--- config.mk ---
export PLATFORM = sky130hd
export DESIGN_NAME = mhf_filter
export DESIGN_NICKNAME = d
export VERILOG_FILES = /design/src/rtl/mhf_pkg.sv /design/src/rtl/mhf_hash_table.sv /design/src/rtl/mhf_crc_engine.sv /design/src/rtl/mhf_filter.sv
export SDC_FILE = /design/constraint.sdc
export NUM_CORES = 1
export LEC_CHECK = 0
export ABC_AREA = 1
export BUFFER_PORTS_ARGS = -buffer_cell sky130_fd_sc_hd__buf_2
export CORE_MARGIN = 2
export CORE_UTILIZATION = 40
export CTS_BUF_LIST = sky130_fd_sc_hd__clkbuf_8
export CTS_CLUSTER_SIZE = 12
export DETAILED_ROUTE_END_ITERATION = 16
export SYNTH_ARGS = -nofsm -noshare
export SYNTH_HDL_FRONTEND = slang
export SYNTH_SLANG_ARGS = --single-unit
--- constraint.sdc ---
create_clock -name clk -period 5.5 [get_ports clk]
set_input_delay 0.55 -clock clk [delete_from_list [all_inputs] [get_ports clk]]
set_output_delay 0.55 -clock clk [all_outputs]
set_load 0.02 [all_outputs]
--- src/rtl/mhf_pkg.sv ---
package mhf_pkg;

    localparam int ADDR_W   = 48;
    localparam int CRC_W    = 32;
    localparam int WORD_W   = 16;
    localparam int N_WORDS  = 4;
    localparam int WSEL_W   = $clog2(N_WORDS);
    localparam int BSEL_W   = $clog2(WORD_W);
    localparam int HASH_W   = WSEL_W + BSEL_W;

    localparam logic [CRC_W-1:0] CRC_INIT = 32'hFFFF_FFFF;
    localparam logic [CRC_W-1:0] CRC_POLY = 32'h04C1_1DB7;

    typedef enum logic [1:0] {
        PATH_NONE   = 2'd0,
        PATH_BYPASS = 2'd1,
        PATH_HASH   = 2'd2
    } path_e;

    typedef struct packed {
        logic hit;
        logic done;
    } verdict_t;

    function automatic logic [CRC_W-1:0] crc_step(input logic [CRC_W-1:0] c,
                                                  input logic d);
        logic fb;
        fb = c[CRC_W-1] ^ d;
        return {c[CRC_W-2:0], 1'b0} ^ (fb ? CRC_POLY : '0);
    endfunction

    function automatic logic is_group(input logic [ADDR_W-1:0] a);
        return a[0];
    endfunction

endpackage

--- src/rtl/mhf_hash_table.sv ---
module mhf_hash_table #(
    parameter int N_WORDS = mhf_pkg::N_WORDS,
    parameter int WORD_W  = mhf_pkg::WORD_W,
    localparam int WSEL_W = $clog2(N_WORDS),
    localparam int BSEL_W = $clog2(WORD_W)
) (
    input  logic              clk,
    input  logic              rst,
    input  logic              wr_en,
    input  logic [WSEL_W-1:0] wr_idx,
    input  logic [WORD_W-1:0] wr_data,
    input  logic [WSEL_W-1:0] rd_word,
    input  logic [BSEL_W-1:0] rd_bit,
    output logic              hit
);

    logic [WORD_W-1:0] words [N_WORDS];

    for (genvar w = 0; w < N_WORDS; w++) begin : g_word
        always_ff @(posedge clk) begin
            if (rst) begin
                words[w] <= '0;
            end else if (wr_en && (wr_idx == WSEL_W'(w))) begin
                words[w] <= wr_data;
            end
        end
    end

    always_comb begin
        hit = words[rd_word][rd_bit];
    end

endmodule

--- src/rtl/mhf_crc_engine.sv ---
module mhf_crc_engine #(
    parameter int DATA_W = mhf_pkg::ADDR_W,
    parameter int HASH_W = mhf_pkg::HASH_W,
    localparam int CNT_W = $clog2(DATA_W),
    localparam int CRC_W = mhf_pkg::CRC_W
) (
    input  logic              clk,
    input  logic              rst,
    input  logic              start,
    input  logic [DATA_W-1:0] data_in,
    output logic              busy,
    output logic              finish,
    output logic [HASH_W-1:0] hash
);

    localparam logic [CNT_W-1:0] LAST = CNT_W'(DATA_W - 1);

    logic [CRC_W-1:0]  crc_q;
    logic [CRC_W-1:0]  crc_nxt;
    logic [DATA_W-1:0] data_q;
    logic [CNT_W-1:0]  cnt_q;
    logic              busy_q;

    always_comb begin
        crc_nxt = mhf_pkg::crc_step(crc_q, data_q[cnt_q]);
        finish  = busy_q && (cnt_q == LAST);
        hash    = crc_nxt[CRC_W-1 -: HASH_W];
        busy    = busy_q;
    end

    always_ff @(posedge clk) begin
        if (rst) begin
            crc_q  <= mhf_pkg::CRC_INIT;
            data_q <= '0;
            cnt_q  <= '0;
            busy_q <= 1'b0;
        end else if (start && !busy_q) begin
            crc_q  <= mhf_pkg::CRC_INIT;
            data_q <= data_in;
            cnt_q  <= '0;
            busy_q <= 1'b1;
        end else if (busy_q) begin
            crc_q <= crc_nxt;
            cnt_q <= cnt_q + 1'b1;
            if (cnt_q == LAST) begin
                busy_q <= 1'b0;
            end
        end
    end

endmodule

--- src/rtl/mhf_filter.sv ---
module mhf_filter #(
    parameter int ADDR_W  = mhf_pkg::ADDR_W,
    parameter int N_WORDS = mhf_pkg::N_WORDS,
    parameter int WORD_W  = mhf_pkg::WORD_W,
    localparam int WSEL_W = $clog2(N_WORDS),
    localparam int BSEL_W = $clog2(WORD_W),
    localparam int HASH_W = WSEL_W + BSEL_W
) (
    input  logic              clk,
    input  logic              rst,
    input  logic              tbl_wr_en,
    input  logic [WSEL_W-1:0] tbl_wr_idx,
    input  logic [WORD_W-1:0] tbl_wr_data,
    input  logic              promisc,
    input  logic              all_multi,
    input  logic [ADDR_W-1:0] station_addr,
    input  logic              addr_valid,
    input  logic [ADDR_W-1:0] addr_in,
    output logic              busy,
    output logic              done,
    output logic              accept
);

    import mhf_pkg::*;

    logic              eng_busy;
    logic              eng_finish;
    logic [HASH_W-1:0] eng_hash;
    logic              tbl_hit;
    logic              take;
    path_e             path;
    verdict_t          bypass_v;
    logic              done_q;
    logic              accept_q;

    always_comb begin
        take = addr_valid && !eng_busy;
        path = PATH_NONE;
        bypass_v = '{hit: 1'b0, done: 1'b0};
        if (take) begin
            if (promisc) begin
                path = PATH_BYPASS;
                bypass_v = '{hit: 1'b1, done: 1'b1};
            end else if (!is_group(addr_in)) begin
                path = PATH_BYPASS;
                bypass_v = '{hit: (addr_in == station_addr), done: 1'b1};
            end else if (all_multi) begin
                path = PATH_BYPASS;
                bypass_v = '{hit: 1'b1, done: 1'b1};
            end else begin
                path = PATH_HASH;
            end
        end
    end

    mhf_crc_engine #(
        .DATA_W (ADDR_W),
        .HASH_W (HASH_W)
    ) u_crc (
        .clk     (clk),
        .rst     (rst),
        .start   (path == PATH_HASH),
        .data_in (addr_in),
        .busy    (eng_busy),
        .finish  (eng_finish),
        .hash    (eng_hash)
    );

    mhf_hash_table #(
        .N_WORDS (N_WORDS),
        .WORD_W  (WORD_W)
    ) u_tbl (
        .clk     (clk),
        .rst     (rst),
        .wr_en   (tbl_wr_en),
        .wr_idx  (tbl_wr_idx),
        .wr_data (tbl_wr_data),
        .rd_word (eng_hash[HASH_W-1 -: WSEL_W]),
        .rd_bit  (eng_hash[BSEL_W-1:0]),
        .hit     (tbl_hit)
    );

    always_ff @(posedge clk) begin
        if (rst) begin
            done_q   <= 1'b0;
            accept_q <= 1'b0;
        end else begin
            done_q <= 1'b0;
            if (path == PATH_BYPASS) begin
                done_q   <= bypass_v.done;
                accept_q <= bypass_v.hit;
            end else if (eng_finish) begin
                done_q   <= 1'b1;
                accept_q <= tbl_hit;
            end
        end
    end

    assign busy   = eng_busy;
    assign done   = done_q;
    assign accept = accept_q;

endmodule

==> summary.md, run 1 <==
| Metric | Value |
|---|---|
| Worst skew pair latency | `0.45 ns` |
| Mux cell area share after synthesis | `0` |
| EDFF count, synth | `64` |
| CP arrival | `3.57 ns` |
| Adder-Cell Fraction of Synth Area | `0.00172` |
| Syn_area_per_cell | `8.04 µm²` |
| Global-route wire length before repair | `around 31000 µm` |
| GRT Total Usage | `0.199` |
| CTS Buffer Depth | `2` |
| DR vias | `around 6300` |
| Vias in the first global route | `6227` |
| Fill cells | `1790` |
| Library cells used by synthesis | `31` |
| Most frequent cells in the layout | `172 x nor2_1, 144 x nand2_1, 122 x buf_2` |
| Fraction of registers with async set/reset | `0` |
| Switching fraction of total power | `0.250` |
| Die Ht | `about 140 µm` |
| Outcome | `finished clean` |
| Worst IR Drop VDD | `approximately 0.00015 V` |
| Routed vias/inst | `5.06` |
| Cell area after synthesis | `about 7300 µm²` |
| R2R Path Start | `u_crc.cnt_q[0]$_SDFFE_PP0P_` |
| Layout Nets | `1124` |
| Sum Neg Setup Slack | `0 ns` |
| Int Power | `0.00184 W` |
| Largest family of logic cells by synthesized area | `simple AND/OR/NAND/NOR gates` |
| Critical path origin | `u_crc.cnt_q[0]$_SDFFE_PP0P_` |
| Cts hold-fix bufs | `0` |
| Ant diodes | `0` |
| Commonest non-fill, non-tap cell in the layout | `nor2_1` |
| Net Switching | `between 0.0006 and 0.0007 W` |
| Clock Sinks | `153` |
| CP bufs+invs | `1` |
| CTS tree | `yes` |
| Startpoint types | `flip-flop` |
| Min cycle time layout | `roughly 3.2 ns` |
| CP dominant cell by count | `nand2_1` |
| Worst Clk Skew | `0.0118 ns` |
| Std-Cell Rows | `49` |
| Total gr overflow | `0` |
| XOR/XNOR Fraction of Synth Area | `0.0554` |
| Ports | `around 120` |
| Top cell type by total area after synthesis | `edfxtp_1` |
| Fraction of layout cells with a size suffix above 1 | `0.174` |
| Pre-antenna DRT Iters | `4` |
| Main synth FF type | `dfxtp_1` |
| Setup CP Type | `flip-flop to flip-flop` |
| Flop pwr share | `0.517` |
| Initial drt markers | `372` |
| Pwr Density | `290 nW/µm²` |
| Yosys reg bits | `about 150` |
| Hold Crit Class | `input port to flip-flop` |
| Number of H-tree levels | `4` |
| Wire per inst | `about 15 µm` |
| Final WL | `18700 µm` |
| Placer Congestion | `0.852` |
| Clock share of power | `0.370` |
| Maximum clock frequency | `about 310 MHz` |
| DRC viols | `0` |
| Die extent in x | `around 140 µm` |
| Post-Synthesis Cells | `905` |
| Delay-heaviest family, CP | `simple AND/OR/NAND/NOR gates` |
| TritonCTS Buffers | `17` |
| Synthesis-to-layout area growth | `16.0%` |
| RSZ-0062 raised after global routing | `false` |
| Fin crit share | `0.587` |
| Antenna-violating nets left | `0` |
| Synth Net Count | `1026` |
| Syn. warnings | `0` |
| Max transition margin | `0.294` |
| Worst slack at placement | `2.25 ns` |
| Yosys top cell area share | `0.264` |
| Synth top area cells | `edfxtp_1 26%, dfxtp_1 24%, nor2_1 8.9%` |
| Largest net degree at the start of global routing | `56` |
| Critical path cell sequence | `inv_2, nand2_1, nand3_1, nand3_1, nand2_1, nor2_1, nand2_1, nand3_2, nand2_1, nand2_1, nand2_1, or2_2, nand3_1, nand2_1` |
| Crit-path slowest cell | `dfxtp_1` |
| Post-Synth Simple-Gate Area | `0.255` |
| Final hold vios | `0` |
| # resized after CTS | `0` |
| Clk root buf | `clkbuf_8` |
| Comb pwr share | `0.113` |
| CP max FO | `32` |
| Final worst slack | `2.27 ns` |
| Core area | `17900 µm²` |
| LEAKAGE | `3.56 nW` |
| Die ar. | `about 19000 µm²` |
| Final Setup Violations | `0` |
| HP Start | `addr_in[42]` |
| Initial Utilization | `0.407` |
| Pins Over Slew Limit | `0` |
| Delay of the slowest critical-path stage | `0.98 ns` |
| Port Buf Inserts | `approximately 120` |
| Worst-Margin Slew | `1.06 ns` |
| Setup Buffers After CTS | `0` |
| Hpwl dp | `12800 µm` |
| Sequential share of the synthesized area | `0.509` |
| Compound-Gate Fraction of Synth Area | `0.119` |
| Critical path endpoint category | `flip-flop` |
| Antenna violations before repair | `0` |
| Required time worst endpoint | `5.84 ns` |
| Max-cap violations | `0` |
| Clock slew at reported path FFs | `0.08 ns` |
## power by group through the flow
stage | registers [W] | logic, W | clock network [W]
floorplan | 0.00128 | 0.000175 | 0
global placement | 0.00129 | 0.000276 | 0
detailed placement | 0.00129 | 0.000279 | 0
CTS | 0.00127 | 0.000280 | 0.000924
global route | 0.00127 | 0.000314 | 0.000967
finish | 0.00127 | 0.000278 | 0.000907
## metal layers
metal / up-vias / routed length (µm) / global-route usage
met2: 150 / 9110 / 0.341
met3: 27 / 770 / 0.0394
met4: 0 / 372 / 0.0707
met1: 2917 / 8390 / 0.251
met5: - / 0 / 0
li1: 3204 / - / -
## layout make-up
cell class	count	area, µm²	share of cell area
Inverter	63	236	0.0280
Tap cell	229	287	0.0339
Clock buffer	17	234	0.0277
Multi-Input combinational cell	639	3140	0.372
Timing Repair Buffer	129	663	0.0785
Clock inverter	14	181	0.0215
Sequential cell	153	3700	0.439
## cell families (layout without fill, tap and decap cells)
| logic type | Yosys count | in the layout |
|---|---|---|
| xor gates and xnor gates | 46 | 46 |
| AOI/OAI and AO/OA | 158 | 158 |
| and+or+nand+nor | 434 | 434 |
| buffers and inverters | 113 | 223 |
| adders and majority gates | 1 | 1 |
| DFF | 153 | 153 |
## flip-flops by register name, summed over array words and instances (netlist names)
register,cells
u_tbl.words,64
u_crc.data_q,48
u_crc.crc_q,32
u_crc.cnt_q,6
accept,1
done,1
u_crc.busy,1
## worst paths after layout
kind	endpoint	slack, ns	cells past startpoint
min	u_crc.data_q[42]$_SDFFE_PP0P_	0.34	3
max reg2reg	u_crc.crc_q[2]$_SDFFE_PP1P_	2.27	14
max	u_crc.crc_q[2]$_SDFFE_PP1P_	2.27	14
min reg2reg	u_crc.data_q[27]$_SDFFE_PP0P_	0.47	2
## synth_stat cells, types with 9 or more instances
| cell type | instances |
|---|---|
| a21oi_1 | 48 |
| clkbuf_1 | 37 |
| dfxtp_1 | 89 |
| edfxtp_1 | 64 |
| inv_1 | 59 |
| nand2_1 | 144 |
| nand3_1 | 76 |
| nand4_1 | 15 |
| nor2_1 | 173 |
| o211ai_1 | 9 |
| o21ai_0 | 71 |
| o21ai_1 | 11 |
| o22ai_1 | 11 |
| or2_2 | 13 |
| xnor2_1 | 42 |
## metrics by stage
step	total power, W	instance area [µm²]	cells	utilization	hold WS, ns
2_1_floorplan	0.00146	7280	905	-	0.429
3_3_place_gp	0.00157	8030	1213	0.449	0.443
3_5_place_dp	0.00157	8030	1213	0.449	0.455
4_1_cts	0.00247	8450	1244	0.472	0.318
5_1_grt	0.00255	8450	1244	0.472	0.332
6_report	0.00245	8450	1244	0.472	0.345
## worst register-to-register path, delay by kind of cell (launching register included)
family | cells | cell delay, ns
AND/OR/NAND/NOR | 13 | 1.78
flip-flops | 1 | 0.98
buffers and inverters | 1 | 0.35
Power figures use the tool's default switching activity.
==> run 2, diff against run 1 <==
clock period = 2.6 ns   (was 5.5 ns; I/O delays follow)
==> run 2 against run 1 <==
Effect of this change: cell area rose by 2.7%; global-route usage fell by 0.094 points; via count rose by 1.2%.
==> summary.md, run 2 (synthesis results as in run 1) <==
| Metric | Value |
|---|---|
| Initial Utilization | `0.407 (unchanged)` |
| Largest net degree at the start of global routing | `60 (+7.1%)` |
| Placed cells | `1228 (+1.2%)` |
| Max reg flops | `64 (unchanged)` |
| Worst-Margin Slew | `0.512 ns (-0.546 ns)` |
| Outcome | `finished clean` |
| Port Buf Inserts | `122 (unchanged)` |
| Vias in the first global route | `6041 (-3.0%)` |
| Crit-path slowest cell | `dfxtp_1` |
| Hold path depth | `3 (unchanged)` |
| Pre-antenna DRT Iters | `5 (+1)` |
| CTS Buffer Depth | `2 (unchanged)` |
| Clock slew at reported path FFs | `0.10 ns (+0.02 ns)` |
| Maximum clock frequency | `439 MHz (+42%)` |
| Routed vias/inst | `5.06 (-0.11%)` |
| Min cycle time layout | `2.28 ns (-0.953 ns)` |
| Max-cap violations | `0 (unchanged)` |
| Critical path cell sequence | `inv_1, nand2_1, inv_1, nand2_1, nand2_1, inv_1, nand2_1, nand2_2, nand2_1, nand2_2, nand3_4, nand2_4, nand2_1, nand3_1, nand3_1, nand2_1, nand2_1, nand3_1, nand2_1, a21oi_1` |
| Final worst slack | `0.324 ns (-1.95 ns)` |
| Pwr Density | `624 nW/µm² (+120%)` |
| GRT Total Usage | `0.198 (-0.000942)` |
| Core area | `17900 µm² (unchanged)` |
| Startpoint types | `flip-flop` |
| Worst reg2reg path depth | `20 (+6)` |
| Ports | `123 (unchanged)` |
| DR vias | `6372 (+1.2%)` |
| Final hold vios | `0 (unchanged)` |
| CP dominant cell by count | `nand2_1` |
| Die Ht | `139 µm (unchanged)` |
| DRC viols | `0 (unchanged)` |
| Worst Clk Skew | `0.0221 ns (+0.0103 ns)` |
| # resized after CTS | `0 (unchanged)` |
| Std-Cell Rows | `49 (unchanged)` |
| Registers with the most flip-flops | `u_tbl.words: 64 flops, u_crc.data_q: 48 flops, u_crc.crc_q: 32 flops` |
| Hold Worst Slack | `0.0625 ns (-0.282 ns)` |
| Setup Buffers After CTS | `0 (unchanged)` |
| Fraction of layout cells with a size suffix above 1 | `0.194 (+0.0196)` |
| Synthesis-to-layout area growth | `19.2%` |
| Total gr overflow | `0 (unchanged)` |
| Most frequent cells in the layout | `172 x nor2_1, 141 x nand2_1, 122 x buf_2` |
| Layout Nets | `1139 (+1.3%)` |
| Global-route wire length before repair | `30600 µm (-0.54%)` |
| Number of H-tree levels | `4 (unchanged)` |
| Non-filler cells, final | `1260 (+1.3%)` |
| Sum Neg Setup Slack | `0 ns (unchanged)` |
| Ant diodes | `0 (unchanged)` |
| TritonCTS Buffers | `17 (unchanged)` |
| CP max FO | `9 (-72%)` |
| Pins Over Slew Limit | `0 (unchanged)` |
| Antenna violations before repair | `0 (unchanged)` |
| Placer Congestion | `0.860 (+0.92%)` |
| Required time worst endpoint | `2.97 ns (-2.87 ns)` |
| Power, Total | `0.00541 W (+120%)` |
| Delay of the slowest critical-path stage | `0.47 ns (-0.51 ns)` |
| Die ar. | `19300 µm² (unchanged)` |
| CTS tree | `yes` |
| Critical path endpoint category | `flip-flop` |
| Fin crit share | `0.876 (+0.288)` |
| Clk root buf | `clkbuf_8` |
| Initial drt markers | `421 (+13%)` |
| Wire per inst | `15.0 µm (about the same)` |
| Antenna-violating nets left | `0 (unchanged)` |
| Top reg by flops | `u_tbl.words` |
| Final WL | `18900 µm (+1.4%)` |
| Worst IR Drop VDD | `0.000304 V (+98%)` |
| Worst skew pair latency | `0.45 ns (about the same)` |
| Max transition margin | `0.655 (+0.362)` |
| Worst slack at placement | `0.346 ns (-1.91 ns)` |
| Final Setup Violations | `0 (unchanged)` |
| Hpwl dp | `13000 µm (+2.1%)` |
| CP arrival | `2.65 ns (-0.92 ns)` |
| Clock Sinks | `153 (unchanged)` |
| Die extent in x | `139 µm (unchanged)` |
| Hold Crit Class | `input port to flip-flop` |
| Cts hold-fix bufs | `0 (unchanged)` |
| Commonest non-fill, non-tap cell in the layout | `nor2_1` |
| Setup CP Type | `flip-flop to flip-flop` |
| LEAKAGE | `3.69 nW (+3.8%)` |
run 2: cell count changes in the layout (fill, tap and decap cells not counted), sizes merged:
cell      change
buf          +15
bufinv        +1
clkbuf        +1
clkinv        -3
clkinvlp      -3
inv           +5
run 2: through the flow:
step | instance area [µm²] | utilization
global placement | 8180 | 0.457
floorplan | 7280 | -
CTS | 8640 | 0.483
finish | 8670 | 0.484
detailed placement | 8180 | 0.457
global route | 8670 | 0.484
run 2: final timing paths:
path | from | end | slack (ns)
setup / recovery | u_crc.cnt_q[2]$_SDFFE_PP0P_ | accept$_SDFFE_PP0P_ | 0.32
hold / removal | addr_in[16] | u_crc.data_q[16]$_SDFFE_PP0P_ | 0.06
setup reg to reg | u_crc.cnt_q[2]$_SDFFE_PP0P_ | accept$_SDFFE_PP0P_ | 0.32
hold reg to reg | u_crc.data_q[4]$_SDFFE_PP0P_ | u_crc.data_q[4]$_SDFFE_PP0P_ | 0.46
run 2: per-layer routing:
layer	wire, µm	vias up	global-route usage
li1	-	3239	-
met1	8480	2966	0.258
met2	9410	155	0.346
met3	859	12	0.0394
met4	157	0	0.0367
met5	0	-	0
run 2: area by class of cell:
class                   count  area, µm²
well taps                 229        287
inverters                  63        239
multi-input cells         639       3160
clock inverters            14        216
fillers                  1768       9230
flip-flops and latches    153       3700
clock buffers              18        248
repair buffers            144        821
run 2: critical path, delay by kind of cell (launching register included):
kind | cells | cell delay, ns
buffers and inverters | 3 | 0.30
AOI/OAI and AO/OA | 1 | 0.11
and+or+nand+nor | 16 | 1.30
DFF | 1 | 0.47
run 2: power breakdown:
| part | switching (W) | internal (W) | total (W) |
|---|---|---|---|
| combinational | 0.000367 | 0.000253 | 0.000621 |
| clock | 0.000942 | 0.00118 | 0.00212 |
| sequential | 0.0000461 | 0.00262 | 0.00267 |
| total | 0.00136 | 0.00406 | 0.00541 |
==> run 3, diff against run 2 <==
CELL_PAD_IN_SITES_DETAIL_PLACEMENT = 0   (was default)
CELL_PAD_IN_SITES_GLOBAL_PLACEMENT = 1   (was default)
CORE_UTILIZATION = 39   (was 40)
PLACE_DENSITY_LB_ADDON = 0.1   (was default)
==> run 3 against run 2 <==
Effect of this change: register-to-register slack improved by 0.02 ns; final cell count up 0.24%; non-clock buffer count increased by 3; critical path depth fell by 1; global-route usage increased by 1.0 points; largest cell class unchanged.
==> summary.md, run 3 (synthesis results as in run 1) <==
| Metric | Value |
|---|---|
| Clk root buf | `clkbuf_8` |
| CP arrival | `2.65 ns (about the same)` |
| Final WL | `19900 µm (+5.2%)` |
| LEAKAGE | `3.65 nW (-1.0%)` |
| Antenna violations before repair | `0 (unchanged)` |
| Cts hold-fix bufs | `0 (unchanged)` |
| Fraction of layout cells with a size suffix above 1 | `0.192 (-0.00153)` |
| Wire per inst | `15.8 µm (+5.0%)` |
| Core area | `18100 µm² (+1.4%)` |
| FF/Latch Area | `3700 µm² (about the same)` |
| CTS tree | `yes` |
| Placed cells | `1231 (+0.24%)` |
| Die extent in x | `141 µm (+1.2%)` |
| Min cycle time layout | `2.26 ns (-0.0179 ns)` |
| Max transition margin | `0.649 (-0.00657)` |
| Ant diodes | `0 (unchanged)` |
| Final Setup Violations | `0 (unchanged)` |
| Largest net degree at the start of global routing | `58 (-3.3%)` |
| Placer Congestion | `0.811 (-5.7%)` |
| Fill cells | `1844 (+4.3%)` |
| GRT Total Usage | `0.208 (+0.0100)` |
| CP max FO | `20 (+11)` |
| Max-cap violations | `0 (unchanged)` |
| Ports | `123 (unchanged)` |
| Worst skew pair latency | `0.47 ns (+0.02 ns)` |
| Die ar. | `19800 µm² (+2.5%)` |
| Crit-path slowest cell | `dfxtp_1` |
| Number of H-tree levels | `4 (unchanged)` |
| Routed vias/inst | `5.03 (-0.49%)` |
| # resized after CTS | `0 (unchanged)` |
| Max reg flops | `64 (unchanged)` |
| Initial Utilization | `0.401 (-0.00549)` |
| CP dominant cell by count | `nand2_1` |
| Die Ht | `141 µm (+1.2%)` |
| RSZ-0062 raised after global routing | `false` |
| Worst IR Drop VDD | `0.000291 V (-4.3%)` |
| Most frequent cells in the layout | `172 x nor2_1, 144 x nand2_1, 122 x buf_2` |
| Critical path endpoint category | `flip-flop` |
| Fin crit share | `0.869 (-0.00690)` |
| Initial drt markers | `442 (+5.0%)` |
| Registers with the most flip-flops | `u_tbl.words: 64 flops, u_crc.data_q: 48 flops, u_crc.crc_q: 32 flops` |
| Top reg by flops | `u_tbl.words` |
| Worst Clk Skew | `0.0149 ns (-0.00718 ns)` |
| Hold Crit Class | `input port to flip-flop` |
| Worst slack at placement | `0.365 ns (+0.0198 ns)` |
| Non-filler cells, final | `1263 (+0.24%)` |
| Final hold vios | `0 (unchanged)` |
| Synthesis-to-layout area growth | `18.2%` |
| Global-route wire length before repair | `31900 µm (+4.1%)` |
| Worst-Margin Slew | `0.524 ns (+0.0113 ns)` |
| Delay of the slowest critical-path stage | `0.33 ns (-0.14 ns)` |
| Required time worst endpoint | `2.99 ns (+0.02 ns)` |
| Layout Nets | `1142 (+0.26%)` |
| CTS Buffer Depth | `2 (unchanged)` |
| Total gr overflow | `0 (unchanged)` |
| Clock Sinks | `153 (unchanged)` |
| Maximum clock frequency | `443 MHz (+0.79%)` |
| Hpwl dp | `13900 µm (+6.3%)` |
| Sum Neg Setup Slack | `0 ns (unchanged)` |
| Pwr Density | `598 nW/µm² (-4.2%)` |
| Final worst slack | `0.342 ns (+0.0179 ns)` |
| Std-Cell Rows | `49 (unchanged)` |
| TritonCTS Buffers | `17 (unchanged)` |
| Startpoint types | `flip-flop` |
| Setup CP Type | `flip-flop to flip-flop` |
| Critical path cell sequence | `inv_2, nand2_1, nand3_1, nand3_1, nand2_1, nor2_1, nand2_1, nand3_2, nand2_1, nand2_1, nand3_4, nand2_4, nand2_1, nand3_1, nand3_1, nand3_1, nand3_1, nand2_1, a21oi_1` |
| Clock slew at reported path FFs | `0.09 ns (about the same)` |
| Port Buf Inserts | `122 (unchanged)` |
| Pins Over Slew Limit | `0 (unchanged)` |
| DR vias | `6356 (-0.25%)` |
| Antenna-violating nets left | `0 (unchanged)` |
| Vias in the first global route | `6105 (+1.1%)` |
| Commonest non-fill, non-tap cell in the layout | `nor2_1` |
| Multi-input gate area | `3140 µm² (-0.55%)` |
| Pre-antenna DRT Iters | `8 (+3)` |
| DRC viols | `0 (unchanged)` |
| Setup Buffers After CTS | `0 (unchanged)` |
| Outcome | `finished clean` |
-- run 3: worst paths after layout --
path / start / end / slack (ns) / cells past startpoint
worst min-delay path: addr_in[15] / u_crc.data_q[15]$_SDFFE_PP0P_ / 0.05 / 3
worst min register to register: u_crc.data_q[11]$_SDFFE_PP0P_ / u_crc.data_q[11]$_SDFFE_PP0P_ / 0.46 / 2
worst max-delay path: u_crc.cnt_q[0]$_SDFFE_PP0P_ / accept$_SDFFE_PP0P_ / 0.34 / 19
worst max register to register: u_crc.cnt_q[0]$_SDFFE_PP0P_ / accept$_SDFFE_PP0P_ / 0.34 / 19
-- run 3: through the flow --
stage	utilization	area [µm²]	total power (W)	hold slack [ns]
floorplan	-	7280	0.00309	0.329
detailed placement	0.451	8190	0.00336	0.446
finish	0.474	8600	0.00514	0.0467
global placement	0.451	8190	0.00335	0.444
global route	0.474	8600	0.00539	0.0278
CTS	0.474	8600	0.00520	0.0206
-- run 3: cell type report --
type,count,area share
sequential,153,0.431
tap,229,0.0333
multi-input combinational,639,0.365
clock inverter,15,0.0204
clock buffer,17,0.0272
timing repair buffer,147,0.0957
inverter,63,0.0275
-- run 3: report_power, final --
| group | total (W) | leakage [nW] | internal [W] | switching (W) |
|---|---|---|---|---|
| clock network | 0.00185 | 0.201 | 0.000812 | 0.00104 |
| logic | 0.000623 | 2.10 | 0.000252 | 0.000372 |
| registers | 0.00267 | 1.35 | 0.00262 | 0.0000456 |
| total | 0.00514 | 3.65 | 0.00369 | 0.00145 |
-- run 3: worst max-delay path, delay by kind of cell (launching register included) --
| kind | cells | cell delay [ns] |
|---|---|---|
| flops | 1 | 0.33 |
| compound gates | 1 | 0.12 |
| buf+inv | 1 | 0.28 |
| simple gates | 17 | 1.47 |
-- run 3: routing by layer --
metal | GRT usage | share of wire | vias up
met3 | 0.0442 | 0.039 | 22
met5 | 0 | 0 | -
met2 | 0.360 | 0.50 | 133
met1 | 0.264 | 0.45 | 2951
li1 | - | - | 3250
met4 | 0.0574 | 0.015 | 0
